### src/rtl/agc_seq_pkg.sv
package agc_seq_pkg;

    localparam int NEV = 9;

    // event indices, equal to bit positions of evt_stb
    localparam int EV_RSSI1 = 0;
    localparam int EV_RSSI2 = 1;
    localparam int EV_VDB   = 2;
    localparam int EV_DCO   = 3;
    localparam int EV_FILT  = 4;
    localparam int EV_DONE  = 5;
    localparam int EV_HPF   = 6;
    localparam int EV_RFG   = 7;
    localparam int EV_BBG   = 8;

    // source word (0 main, 1 dco, 2 rst) and field slot of each event
    localparam int EV_WORD [NEV] = '{0, 0, 0, 1, 1, 0, 2, 2, 2};
    localparam int EV_SLOT [NEV] = '{0, 1, 2, 0, 1, 3, 0, 1, 2};

    typedef enum logic [1:0] {
        ST_IDLE = 2'd0,
        ST_RUN  = 2'd1,
        ST_DONE = 2'd2
    } seq_state_e;

endpackage

### src/rtl/agc_cfg_latch.sv
module agc_cfg_latch
    import agc_seq_pkg::*;
#(
    parameter int TW = 8,
    parameter int RW = 32
) (
    input  logic                   clk,
    input  logic                   rst_n,
    input  logic                   load,
    input  logic [RW-1:0]          cfg_main,
    input  logic [RW-1:0]          cfg_dco,
    input  logic [RW-1:0]          cfg_rst,
    output logic [NEV-1:0][TW-1:0] times
);

    logic [NEV-1:0][TW-1:0] field;

    for (genvar i = 0; i < NEV; i++) begin : g_field
        localparam int LSB = EV_SLOT[i] * TW;
        if (EV_WORD[i] == 0) begin : g_main
            assign field[i] = cfg_main[LSB +: TW];
        end else if (EV_WORD[i] == 1) begin : g_dco
            assign field[i] = cfg_dco[LSB +: TW];
        end else begin : g_rst
            assign field[i] = cfg_rst[LSB +: TW];
        end
    end

    always_ff @(posedge clk) begin
        if (!rst_n)    times <= '0;
        else if (load) times <= field;
    end

    p_times_hold_r9: assert property (@(posedge clk) disable iff (!rst_n)
        !load |=> $stable(times));

endmodule

### src/rtl/agc_seq_fsm.sv
module agc_seq_fsm
    import agc_seq_pkg::*;
#(
    parameter int TW = 8
) (
    input  logic          clk,
    input  logic          rst_n,
    input  logic          soft_clr,
    input  logic          start,
    input  logic          smp_valid,
    input  logic [TW-1:0] done_time,
    output logic [TW-1:0] cnt,
    output logic          load,
    output logic          fire,
    output logic          busy,
    output logic          done_flag
);

    seq_state_e state, nxt;
    logic       at_done;

    assign at_done = (cnt == done_time);

    always_ff @(posedge clk) begin
        if (!rst_n) state <= ST_IDLE;
        else        state <= nxt;
    end

    always_comb begin
        nxt = state;
        unique case (state)
            ST_IDLE: if (!soft_clr && start)                nxt = ST_RUN;
            ST_RUN:  if (soft_clr)                          nxt = ST_IDLE;
                     else if (smp_valid && at_done)         nxt = ST_DONE;
            ST_DONE: if (soft_clr)                          nxt = ST_IDLE;
                     else if (start)                        nxt = ST_RUN;
            default:                                        nxt = ST_IDLE;
        endcase
    end

    always_comb begin
        busy      = (state == ST_RUN);
        done_flag = (state == ST_DONE);
        load      = !soft_clr && start && (state != ST_RUN);
        fire      = (state == ST_RUN) && smp_valid && !soft_clr;
    end

    always_ff @(posedge clk) begin
        if (!rst_n)                 cnt <= '0;
        else if (load)              cnt <= '0;
        else if (fire && !at_done)  cnt <= cnt + 1'b1;
    end

    p_cnt_hold_r3: assert property (@(posedge clk) disable iff (!rst_n)
        (state == ST_RUN) && !smp_valid && !soft_clr |=> cnt == $past(cnt));
    p_start_ignored_r8: assert property (@(posedge clk) disable iff (!rst_n)
        (state == ST_RUN) && start && !soft_clr && !(smp_valid && at_done)
        |=> state == ST_RUN);
    p_clr_idle_r10: assert property (@(posedge clk) disable iff (!rst_n)
        soft_clr |=> state == ST_IDLE);
    p_cnt_bound_r7: assert property (@(posedge clk) disable iff (!rst_n)
        (state == ST_RUN) |-> cnt <= done_time);

endmodule

### src/rtl/agc_event_cmp.sv
module agc_event_cmp
    import agc_seq_pkg::*;
#(
    parameter int TW = 8
) (
    input  logic                   clk,
    input  logic                   rst_n,
    input  logic                   fire,
    input  logic [TW-1:0]          cnt,
    input  logic [NEV-1:0][TW-1:0] times,
    output logic [NEV-1:0]         stb
);

    for (genvar i = 0; i < NEV; i++) begin : g_cmp
        always_ff @(posedge clk) begin
            if (!rst_n) stb[i] <= 1'b0;
            else        stb[i] <= fire && (cnt == times[i]);
        end
    end

    p_stb_after_fire_r4: assert property (@(posedge clk) disable iff (!rst_n)
        (|stb) |-> $past(fire));

endmodule

### src/rtl/agc_event_seq.sv
module agc_event_seq
    import agc_seq_pkg::*;
#(
    parameter int TW = 8,
    parameter int RW = 32
) (
    input  logic           clk,
    input  logic           rst_n,
    input  logic           soft_clr,
    input  logic           start,
    input  logic           smp_valid,
    input  logic [RW-1:0]  cfg_main,
    input  logic [RW-1:0]  cfg_dco,
    input  logic [RW-1:0]  cfg_rst,
    output logic [NEV-1:0] evt_stb,
    output logic           busy,
    output logic           done_flag
);

    logic [NEV-1:0][TW-1:0] times;
    logic [TW-1:0]          cnt;
    logic                   load;
    logic                   fire;

    agc_cfg_latch #(.TW(TW), .RW(RW)) u_latch (
        .clk      (clk),
        .rst_n    (rst_n),
        .load     (load),
        .cfg_main (cfg_main),
        .cfg_dco  (cfg_dco),
        .cfg_rst  (cfg_rst),
        .times    (times)
    );

    agc_seq_fsm #(.TW(TW)) u_fsm (
        .clk       (clk),
        .rst_n     (rst_n),
        .soft_clr  (soft_clr),
        .start     (start),
        .smp_valid (smp_valid),
        .done_time (times[EV_DONE]),
        .cnt       (cnt),
        .load      (load),
        .fire      (fire),
        .busy      (busy),
        .done_flag (done_flag)
    );

    agc_event_cmp #(.TW(TW)) u_cmp (
        .clk   (clk),
        .rst_n (rst_n),
        .fire  (fire),
        .cnt   (cnt),
        .times (times),
        .stb   (evt_stb)
    );

    p_done_latched_r7: assert property (@(posedge clk) disable iff (!rst_n)
        evt_stb[EV_DONE] |-> done_flag && !busy);
    p_done_rise_r7: assert property (@(posedge clk) disable iff (!rst_n)
        $rose(done_flag) |-> evt_stb[EV_DONE]);

endmodule

### config.mk
export PLATFORM = sky130hd
export DESIGN_NAME = agc_event_seq
export DESIGN_NICKNAME = d
export VERILOG_FILES = /design/src/rtl/agc_seq_pkg.sv /design/src/rtl/agc_cfg_latch.sv /design/src/rtl/agc_seq_fsm.sv /design/src/rtl/agc_event_cmp.sv /design/src/rtl/agc_event_seq.sv
export SDC_FILE = /design/constraint.sdc
export NUM_CORES = 1
export LEC_CHECK = 0
export CAP_MARGIN = 25
export CORE_MARGIN = 2
export CORE_UTILIZATION = 53
export DETAILED_ROUTE_END_ITERATION = 12
export GPL_TIMING_DRIVEN = 0
export HOLD_SLACK_MARGIN = 0.03
export PLACE_DENSITY = 0.95
export SETUP_SLACK_MARGIN = 0.4
export SYNTH_ARGS = -nofsm -noshare
export SYNTH_HDL_FRONTEND = slang
export SYNTH_HIERARCHICAL = 1
export SYNTH_SLANG_ARGS = --single-unit
### constraint.sdc
create_clock -name clk -period 3.9 [get_ports clk]
set_clock_uncertainty 0.15 [all_clocks]
set_input_delay 0.585 -clock clk [delete_from_list [all_inputs] [get_ports clk]]
set_output_delay 0.585 -clock clk [all_outputs]
set_load 0.005 [all_outputs]
Word-level counts from Yosys, hierarchy flattened:

Index checks and enable logic that the tools add are counted.

* logic and storage cells: 63
* register bits after elaboration: 91

* add/sub/neg operators: 1
* bitwise logic cells: 1
* eq/ne operators: 15
* reduce and logical (&&, ||, !) cells: 20
* mux-type cells: 6

Operator list (number)
* $eq A8 B8 Y1: 9
* $logic_and A1 B1 Y1: 15
* $mux W2: 5
* $add A8 B1 Y8 const B: 1
* $pmux W2 S3: 1
* $ne A2 B1 Y1 const B: 2
* $ne A3 B2 Y1 const B: 1
* $ne A3 B3 Y1 const B: 1
* $reduce_and A3 Y1: 1
* $eq A2 B1 Y1 const B: 1
* $eq A2 B2 Y1 const B: 1
* $logic_not A1 Y1: 2
* $logic_not A2 Y1: 1
* $reduce_or A2 Y1: 1
* $not A1 Y1: 1

Longest topological paths before layout:

* depth after elaboration: 5
* mapped depth: 6
* gate-level depth less buffers: 5

Modules after synthesis:

The synthesis kept the hierarchy.

By module, submodules not included
* agc_cfg_latch: area an instance 2760.1 sq um, cells each 232, instances 1
* agc_event_cmp: area an instance 1068.5 sq um, cells each 117, instances 1
* agc_seq_fsm: area an instance 585.6 sq um, cells each 67, instances 1

Worst setup path before layout:

No wires, ideal clock.

* path kind: input to register
* start point: input start
* end point: register u_latch/times[0] (netlist bit)
* slack: 2.143 ns
* setup time: 0.116 ns
* stages on the path: 6
* arrival time: 1.491 ns
* data required time: 3.634 ns
* cells stage by stage: inv_1 > nor3_1 > buf_6 > buf_8 > mux2i_1 > nor2b_1

* word-level cells in the longest chain between the ends: 2

RTL lines
* from (decl): RTL line agc_event_seq.sv:10 `input logic start,`
* $logic_and A1 B1 Y1 (2 in a row): RTL line agc_seq_fsm.sv:44 `load = !soft_clr && start && (state != ST_RUN);`
* via load: RTL line agc_event_seq.sv:22 `logic load;`
* to (signal assigned): RTL line agc_cfg_latch.sv:31 `else if (load) times <= field;`
* to (decl): RTL line agc_cfg_latch.sv:13 `output logic [NEV-1:0][TW-1:0] times`

The timed path passes the listed nets, and every way through them passes these cells.
A chain may end at the register's enable or synchronous reset.

Final worst setup path:

* start point: register u_fsm.state[1]
* end point: output done_flag

* word-level cells in the longest chain between the ends: 1

RTL lines
* from (decl): RTL line agc_seq_fsm.sv:19 `seq_state_e state, nxt;`
* from (signal assigned): RTL line agc_seq_fsm.sv:26 `else state <= nxt;`
* $eq A2 B2 Y1: RTL line agc_seq_fsm.sv:43 `done_flag = (state == ST_DONE);`
* to (decl): RTL line agc_event_seq.sv:17 `output logic done_flag`

Every way passes these cells.

==> qor.yml <==
grt-ovfl-total: 0
grt_max_degree: 15
worstPathCellList: "nor2b_1, clkdlybuf4s50_1"
drv_slew: 0
netlist_area_sq_um: 4410
cp_max_fo: 2
period_share: 0.555
coreArea_sq_um: 8130
cp_slowest_cell: "clkdlybuf4s50_1"
yosys_warnings: 6
ctsResizeCount: 0
port_buffers: 87
cts_root_buf: "clkbuf_8"
hold_buffers: 0
cts_sinks: 91
tns_ns: 0
ys_seq_elements: 91
maxCapViolations: 0
start_kind: "flop"
synth_top_cell_by_area: "dfxtp_1"
track_usage: 0.236
dieArea_sq_um: 9070
cp_top_family: "buffers and inverters"
yosysUniqueCellTypes: 30
syn2layout_area_growth_pct: 27.3
required_ns: 3.16
finalSetupViolCount: 0
timing_worst_setup_path_type: "reg2out"
critPathMaxStageDelay_ns: 0.52
cts_setup_buffers: 0
drive_gt1_frac: 0.0732
max_slew.worst_pin.slew_ns: 0.537
dpl.cell_count: 608
viasPerCell: 5.19
rsz0062_at_grt: "no"
row_count: 33
drtPass1Iterations: 4
syn_avg_cell_area_sq_um: 10.6
grt_pass1_wl_mm: 16.2
cts_buffers: 9
ys_seq_area_frac: 0.413
hpwl_mm: 7.36
hold_ws_ns: 0.388
relSlewSlack: 0.641
fmax_ghz: 0.462
status: "completed"
synthTopCellsByArea: "dfxtp_1 (41%), mux2i_1 (16%), xnor2_1 (14%)"
clk_path_buf_depth: 2
clk_latency_ns: 0.35
drt-total-wl_mm: 10.3
htreeDepth: 3
antenna_found_initial: 0
antenna_left: 0
fill_cells: 605
ir_worst_vdd_uv: 213
first_global_vias: 3386
rrSetupSlack_ns: 2.01
synth_nets: 518
drtIter0Drc: 98
hp-class: "reg2reg"
detail_route.wl_per_cell_um: 16.5
ios: 112
period_needed_ns: 2.17
cp.arrival_ns: 1.43
die_h_um: 95.3
clk_pin_slew_ns: 0.09
netlist_instances: 416
die_x_um: 95.3
fin_nets: 616
num_vias: 3239
path_buf_inv: 1
cp-end-kind: "primary output"
power_leakage_uw: 0.00199
tritoncts: "built"
final_cells: 624
finalHoldViolCount: 0
powerDensity_nw_per_um2: 343
n_antenna_cell: 0
yosysTopAreaCellShare: 0.413
finalWeightedCongestion: 0.853
start_util: 0.543
remaining_drc_errors: 0
==> final timing paths <==
check                         start                end  cells after the start
setup / recovery     u_fsm/state[1]          done_flag                      2
hold / removal    u_latch/times[50]  u_latch/times[50]                      2
setup reg to reg     u_fsm/state[0]       u_cmp/stb[5]                      4
hold reg to reg   u_latch/times[50]  u_latch/times[50]                      2
==> cell families after synthesis <==
| logic type | after synthesis | synth area share |
|---|---|---|
| AOI/OAI and AO/OA | 13 | 0.0198 |
| xor gates and xnor gates | 82 | 0.163 |
| adders and majority gates | 1 | 0.00283 |
| buffers and inverters | 27 | 0.0581 |
| DFF | 91 | 0.413 |
| muxes | 72 | 0.163 |
| and+or+nand+nor | 130 | 0.181 |
==> cell usage in the layout (no fill, tap or decap), types with 5 or more instances in the layout <==
cell             synthesis  routed
nor4_1                   8       8
clkbuf_8                 0      11
xnor2_1                 71      71
nand2_1                  5       5
nand4_1                 12      12
buf_6                   10      10
clkdlybuf4s50_1          0      87
xor2_1                  11      11
clkbuf_1                 7       8
nand3_1                 13      13
dfxtp_1                 91      91
mux2i_1                 72      72
nor2b_1                 74      74
buf_8                    7       7
==> per-stage QoR <==
stage               power [uW]   util  setup WS [ns]  cell area (sq um)
floorplan                 1180      -           2.14               4410
global placement          1280  0.666           1.51               5420
detailed placement        1290  0.666           1.44               5420
CTS                       1940  0.691           1.71               5620
global route              2000  0.691           1.67               5620
finish                    1930  0.691           1.73               5620
==> cell usage after synthesis <==
| master | n |
|---|---|
| ha_1 | 1 |
| nand4_1 | 12 |
| and3b_4 | 1 |
| nor2b_1 | 74 |
| a32oi_1 | 1 |
| nor4_1 | 8 |
| xnor2_1 | 71 |
| inv_1 | 2 |
| o211ai_1 | 4 |
| o21ai_0 | 3 |
| nand2b_1 | 3 |
| nor2b_4 | 1 |
| o21ai_2 | 1 |
| nand3_1 | 13 |
| or4_1 | 3 |
| nor4_2 | 1 |
| buf_6 | 10 |
| xor2_1 | 11 |
| mux2i_1 | 72 |
| and3_1 | 2 |
| nand2_1 | 5 |
| dfxtp_1 | 91 |
| a21bo_2 | 1 |
| nor3_1 | 1 |
| or3_1 | 2 |
| nor2_1 | 4 |
| clkbuf_1 | 7 |
| buf_8 | 7 |
| clkbuf_2 | 1 |
| a21oi_1 | 3 |
==> metal layers <==
metal | part of all wire | GRT usage
met1 | 0.42 | 0.274
met2 | 0.50 | 0.423
met3 | 0.055 | 0.0443
met4 | 0.024 | 0.101
met5 | 0 | 0
==> flip-flops by register name, indices dropped and copies added, names as in the netlist <==
signal / flops
u_fsm/state: 2
u_latch/times: 72
u_cmp/stb: 9
u_fsm/cnt: 8
==> cell type report <==
class / count / area (sq um) / share of cell area
flip-flops and latches: 91 / 1820 / 0.324
multi-input cells: 298 / 2340 / 0.416
clock inverters: 4 / 48.8 / 0.00868
repair buffers: 87 / 871 / 0.155
well taps: 105 / 131 / 0.0234
inverters: 2 / 7.51 / 0.00134
clock buffers: 12 / 155 / 0.0276
plain buffers: 25 / 249 / 0.0443
==> tightest hold or removal path, cell delays in order (launching register included) <==
cell,delay (ns)
dfxtp_1,0.33
mux2i_1,0.12
nor2b_1,0.05
==> report_power, final <==
group	internal, uW	switching, uW	total [uW]	leakage [uW]
registers	967	29.4	996	0.000742
logic	172	107	280	0.00114
clock network	331	321	652	0.000106
total	1470	458	1930	0.00199
Note: power is estimated with default switching activity, not from simulation.
